<file path="config.mk">
export PLATFORM = sky130hd
export DESIGN_NAME = shinv_traffic_gen
export DESIGN_NICKNAME = d
export VERILOG_FILES = /design/src/rtl/shinv_pkg.sv /design/src/rtl/shinv_port_sel.sv /design/src/rtl/shinv_rsp_check.sv /design/src/rtl/shinv_traffic_gen.sv
export SDC_FILE = /design/constraint.sdc
export NUM_CORES = 1
export LEC_CHECK = 0
export BUFFER_PORTS_ARGS = -buffer_cell sky130_fd_sc_hd__buf_2
export CAP_MARGIN = 40
export CELL_PAD_IN_SITES_DETAIL_PLACEMENT = 1
export CELL_PAD_IN_SITES_GLOBAL_PLACEMENT = 2
export CORE_UTILIZATION = 22
export CTS_CLUSTER_DIAMETER = 30
export DETAILED_ROUTE_END_ITERATION = 6
export GPL_TIMING_DRIVEN = 1
export PLACE_DENSITY_LB_ADDON = 0.25
export SYNTH_ARGS = -nofsm -noshare
export SYNTH_HDL_FRONTEND = slang
export SYNTH_SLANG_ARGS = --single-unit
</file>
<file path="constraint.sdc">
create_clock -name clk -period 2.8 [get_ports clk]
set_clock_uncertainty 0.2 [all_clocks]
set_input_delay 0.28 -clock clk [delete_from_list [all_inputs] [get_ports clk]]
set_output_delay 0.28 -clock clk [all_outputs]
set_load 0.02 [all_outputs]
</file>
<file path="src/rtl/shinv_pkg.sv">
package shinv_pkg;

    // Sequencer phases: waiting to issue or waiting for a response, for reads and writes
    typedef enum logic [1:0] {
        ST_RD_ISSUE = 2'd0,
        ST_RD_WAIT  = 2'd1,
        ST_WR_ISSUE = 2'd2,
        ST_WR_WAIT  = 2'd3
    } shinv_state_e;

    localparam int unsigned SHINV_DATA_W = 8;

endpackage

</file>
<file path="src/rtl/shinv_port_sel.sv">
// Expands a port index into a per-port one-hot valid vector, gated by an enable.
module shinv_port_sel #(
    parameter int unsigned N     = 4,
    localparam int unsigned IDX_W = (N > 1) ? $clog2(N) : 1
) (
    input  logic             en,
    input  logic [IDX_W-1:0] idx,
    output logic [N-1:0]     onehot
);
    for (genvar p = 0; p < N; p++) begin : g_port
        assign onehot[p] = en && (idx == IDX_W'(p));
    end
endmodule

</file>
<file path="src/rtl/shinv_rsp_check.sv">
// Classifies the response inputs against the port and address that are expected.
module shinv_rsp_check #(
    parameter int unsigned N      = 4,
    parameter int unsigned ADDR_W = 16,
    localparam int unsigned IDX_W = (N > 1) ? $clog2(N) : 1
) (
    input  logic                pending,
    input  logic [IDX_W-1:0]    exp_idx,
    input  logic [ADDR_W-1:0]   exp_addr,
    input  logic [N-1:0]        rsp_valid,
    input  logic [N*ADDR_W-1:0] rsp_addr,
    output logic                hit,
    output logic                bad
);
    logic [N-1:0] sel;
    logic [N-1:0] addr_eq;

    for (genvar p = 0; p < N; p++) begin : g_cmp
        assign sel[p]     = (exp_idx == IDX_W'(p));
        assign addr_eq[p] = (rsp_addr[p*ADDR_W +: ADDR_W] == exp_addr);
    end

    logic stray;
    logic exp_vld;
    logic exp_ok;

    always_comb begin
        stray   = |(rsp_valid & ~sel);
        exp_vld = |(rsp_valid & sel);
        exp_ok  = |(rsp_valid & sel & addr_eq);
        if (pending) begin
            hit = exp_ok && !stray;
            bad = stray || (exp_vld && !exp_ok);
        end else begin
            hit = 1'b0;
            bad = |rsp_valid;
        end
    end
endmodule

</file>
<file path="src/rtl/shinv_traffic_gen.sv">
module shinv_traffic_gen
    import shinv_pkg::*;
#(
    parameter int unsigned N      = 4,
    parameter int unsigned ADDR_W = 16,
    parameter int unsigned STEP   = 64,
    parameter int unsigned TARGET = 6
) (
    input  logic                    clk,
    input  logic                    rst,
    output logic [N-1:0]            req_valid_o,
    input  logic [N-1:0]            req_ready_i,
    output logic                    req_write_o,
    output logic [ADDR_W-1:0]       req_addr_o,
    output logic [SHINV_DATA_W-1:0] req_wdata_o,
    input  logic [N-1:0]            rsp_valid_i,
    input  logic [N*ADDR_W-1:0]     rsp_addr_i,
    output logic                    done_o,
    output logic                    err_o
);
    localparam int unsigned IDX_W = (N > 1) ? $clog2(N) : 1;
    localparam int unsigned CNT_W = $clog2(TARGET + 1);
    localparam logic [IDX_W-1:0]  LAST_IDX = IDX_W'(N - 1);
    localparam logic [CNT_W-1:0]  GOAL     = CNT_W'(TARGET);
    localparam logic [ADDR_W-1:0] ADDR_INC = ADDR_W'(STEP);

    typedef struct packed {
        shinv_state_e      st;
        logic [IDX_W-1:0]  rd_idx;
        logic [IDX_W-1:0]  wr_idx;
        logic [ADDR_W-1:0] addr;
        logic [CNT_W-1:0]  wr_cnt;
        logic              err;
    } seq_regs_t;

    localparam seq_regs_t SEQ_INIT = '{
        st:     ST_RD_ISSUE,
        rd_idx: '0,
        wr_idx: '0,
        addr:   '0,
        wr_cnt: '0,
        err:    1'b0
    };

    seq_regs_t seq_d, seq_q;

    logic             finished;
    logic             issuing;
    logic             awaiting;
    logic             read_phase;
    logic [IDX_W-1:0] cur_idx;
    logic             accepted;
    logic             rsp_hit;
    logic             rsp_bad;

    always_comb begin
        finished   = (seq_q.wr_cnt == GOAL);
        read_phase = (seq_q.st == ST_RD_ISSUE) || (seq_q.st == ST_RD_WAIT);
        issuing    = ((seq_q.st == ST_RD_ISSUE) || (seq_q.st == ST_WR_ISSUE)) && !finished;
        awaiting   = (seq_q.st == ST_RD_WAIT) || (seq_q.st == ST_WR_WAIT);
        cur_idx    = read_phase ? seq_q.rd_idx : seq_q.wr_idx;
    end

    shinv_port_sel #(.N(N)) u_port_sel (
        .en     (issuing),
        .idx    (cur_idx),
        .onehot (req_valid_o)
    );

    assign accepted = |(req_valid_o & req_ready_i);

    shinv_rsp_check #(.N(N), .ADDR_W(ADDR_W)) u_rsp_check (
        .pending   (awaiting),
        .exp_idx   (cur_idx),
        .exp_addr  (seq_q.addr),
        .rsp_valid (rsp_valid_i),
        .rsp_addr  (rsp_addr_i),
        .hit       (rsp_hit),
        .bad       (rsp_bad)
    );

    always_comb begin
        seq_d = seq_q;
        if (rsp_bad) begin
            seq_d.err = 1'b1;
        end
        unique case (seq_q.st)
            ST_RD_ISSUE: begin
                if (accepted) seq_d.st = ST_RD_WAIT;
            end
            ST_WR_ISSUE: begin
                if (accepted) seq_d.st = ST_WR_WAIT;
            end
            ST_RD_WAIT: begin
                if (rsp_hit) begin
                    if (seq_q.rd_idx == LAST_IDX) begin
                        seq_d.rd_idx = '0;
                        seq_d.st     = ST_WR_ISSUE;
                    end else begin
                        seq_d.rd_idx = seq_q.rd_idx + 1'b1;
                        seq_d.st     = ST_RD_ISSUE;
                    end
                end
            end
            ST_WR_WAIT: begin
                if (rsp_hit) begin
                    seq_d.wr_cnt = seq_q.wr_cnt + 1'b1;
                    seq_d.st     = ST_RD_ISSUE;
                    if (seq_q.wr_idx == LAST_IDX) begin
                        seq_d.wr_idx = '0;
                        seq_d.addr   = seq_q.addr + ADDR_INC;
                    end else begin
                        seq_d.wr_idx = seq_q.wr_idx + 1'b1;
                    end
                end
            end
            default: seq_d = SEQ_INIT;
        endcase
    end

    always_ff @(posedge clk) begin
        if (rst) begin
            seq_q <= SEQ_INIT;
        end else begin
            seq_q <= seq_d;
        end
    end

    assign req_write_o = !read_phase;
    assign req_addr_o  = seq_q.addr;
    assign req_wdata_o = '0;
    assign done_o      = finished;
    assign err_o       = seq_q.err;

endmodule

</file>
==> impl_results.md <==
* Internal power at 0.449 mW
* Mapped Cells at 247
* Core area at roughly 8700 um^2
* Sw Ratio at 0.279
* Period utilization at 0.940
* Cell type with the largest total area after synthesis: dfxtp_1
* DR vias/cell at 4.73
* Initial antenna violation count at 0
* Setup ws final at 0.167 ns
* Total GRT Usage at 0.145
* R2r setup slk at around 0.17 ns
* Initial Util at 0.227
* Drt drc at 0
* Most used flip-flop cell after synthesis: dfxtp_1
* Full die area at 9330 um^2
* Crit path required time at 2.79 ns
* Power density cells at 249 nW/um^2
* Crit path time final at 2.63 ns
* Number of library cell types mapped by synthesis at between 40 and 50
* CTS tree: built
* Post-route setup TNS at 0 ns
* I/O Pins at 105
* Wire per inst at between 15 and 20 um
* Logic pwr share at 0.224
* Area delta synth->final at 26.7%
* Pin count of the biggest net entering global routing at 28
* I/O Buffers at 90
* Top-area cell type share of the netlist area at 0.203
* RSZ-0062 raised after global routing: false
* CTS Buf Count at 3
* Syn_area_per_cell at approximately 8.0 um^2
* Layout Nets at 408
* Critical path launch point type: flip-flop
* DP Wirelength at 5710 um
* Initial drt markers at roughly 50
* DP Worst Slack at 0.0324 ns
* Max Clock Freq at 380 MHz
* Latest clock arrival within the worst-skew pair at 0.26 ns
* Psw at 0.173 mW
* Hold Startpoint: req_ready_i[2]
* Top cells by area, synth: dfxtp_1 (20%), xnor2_1 (14%), buf_4 (9.1%), nand4_1 (5.7%), a21oi_1 (3.6%)
* Routed vias at 2056
* Rel. slew slack at 0.505
* Crit Path Class: flip-flop to flip-flop
* First-pass GRT wire length at 10900 um
* Final ANT Viol Nets at 0
* R2R depth at 7
* Max Root-Sink Buffers at 2
* Least-Margin Pin Slew at roughly 0.74 ns
* Die X at 96.6 um
* Part of the power in the clock network at 0.313
* Mapped Area at 1970 um^2
* Fraction of registers with async set/reset at 0
* Fin. max-slew vios at 0
* Max rail drop VDD at 127 uV
* Clk sinks at 20
* Commonest non-fill, non-tap cells in the layout: buf_2 (90), xnor2_1 (32), dfxtp_1 (20), nand4_1 (18), buf_4 (16)
* Crit. End Element: flip-flop
* GP Congestion at 0.741
* Root buf cell: clkbuf_8
* P_leak at 1.07 nW
* Sequential area share after synthesis at 0.203
* Hold WC Path Type: input pin to flip-flop
* Seq cells post-synth at 20
* Hold EP: seq_q[24]
* Gr ovfl total at 0
* Row cnt at 34
* CTS-repair resized insts at 0
* Critical Path AT at 2.62 ns
* Sequential Power Share at 0.463
* Crit-path max FO at 27
* Status: finished, final reports clean
* Final setup viols at 0
* Share of cells above drive strength 1 at 0.358
* Final Hold Viols at 0
* Yosys warnings at 0
* Htree depth at 1
* 1st-pass router iterations at 4
* Max cap viols at 0
* Post-synth EDFFs at 0
* Vias in the first global route at 2090
* Clk slew on worst S/H paths at approximately 0.07 ns
* RR Endpoint: seq_q[20]
* # diodes at 0
* Most common cell after layout, fill and taps aside: buf_2
* Die height at 96.6 um
* Hold Path Cell Cnt at 3
* Detailed Route WL at 6790 um
## metrics by stage
stage | hold slack [ns] | cells | area [um^2] | total power [mW] | util
floorplan | 0.247 | 260 | 2020 | 0.374 | -
global placement | 0.232 | 432 | 2450 | 0.434 | 0.283
detailed placement | 0.250 | 432 | 2450 | 0.435 | 0.283
CTS | 0.137 | 435 | 2490 | 0.631 | 0.287
global route | 0.190 | 435 | 2490 | 0.656 | 0.287
finish | 0.133 | 435 | 2490 | 0.622 | 0.287
## power by group through the flow
stage	clock network (mW)	logic (mW)	registers (mW)
after floorplan	0	0.0793	0.295
after global placement	0	0.139	0.295
after detailed placement	0	0.141	0.295
after CTS	0.201	0.142	0.288
after global routing	0.214	0.153	0.289
final	0.195	0.139	0.288
## synthesized netlist by cell type (5+ instances only)
cell type and n:
xnor2_1 32, buf_4 24, dfxtp_1 20, nand4_1 18, clkbuf_1 15, a21oi_1 14, o21ai_0 12, nor2_1 10
nor3_1 9, xor2_1 8, nor2b_1 6, or3_1 6, and3_1 5, ha_1 5, inv_1 5, mux2_2 5
or4_1 5
## critical path, cell delays in order (launching register included)
cell and delay (ns):
dfxtp_1 0.35, buf_4 0.17, nand3b_1 0.16, and2_1 0.20, or4_1 0.58, and4_4 0.27, or4_1 0.48, a21oi_1 0.15
## cell type report
type                            instances  area [um^2]
Sequential cell                        20          400
Timing Repair Buffer                  106          571
Inverter                                5         18.8
Fill cell                            1081         6180
Tap cell                              108          135
Clock buffer                            3         41.3
Multi-Input combinational cell        193         1330
## worst max-delay path by stage
stage / endpoint / slack [ns] / cells past startpoint
after CTS: seq_q[20] / 0.16 / 7
final: seq_q[20] / 0.17 / 7
after detailed placement: seq_q[20] / 0.03 / 7
after global placement: seq_q[3] / 0.02 / 7
after global routing: req_addr_o[8] / 0.009 / 7
after floorplan: req_addr_o[12] / 0.17 / 9
## cells by family after synthesis
group           count (synthesis)  synth area share
simple gates                   87             0.275
other cells                     1           0.00190
mux                             8            0.0438
xor+xnor                       40             0.178
buf+inv                        47             0.147
compound gates                 39             0.119
fa+ha+maj                       5            0.0318
flops                          20             0.203
## repair_timing
action	4_1_cts	5_1_grt
buffers inserted	0	0
endpoints found under the hold margin	0	0
endpoints found under the setup margin	0	1
hold buffers	0	0
## metal layers
layer,up-vias,part of all wire,track usage
li1,1010,-,-
met1,974,0.45,0.183
met2,67,0.49,0.256
met3,5,0.051,0.0224
met4,0,0.010,0.0344
met5,-,0,0
## state kept, by name (all words and copies together) (netlist names), named ones only
name	flops
err_o	1
seq_q	8
req_addr_o	10
No activity file was read; power rests on OpenSTA's default activity.
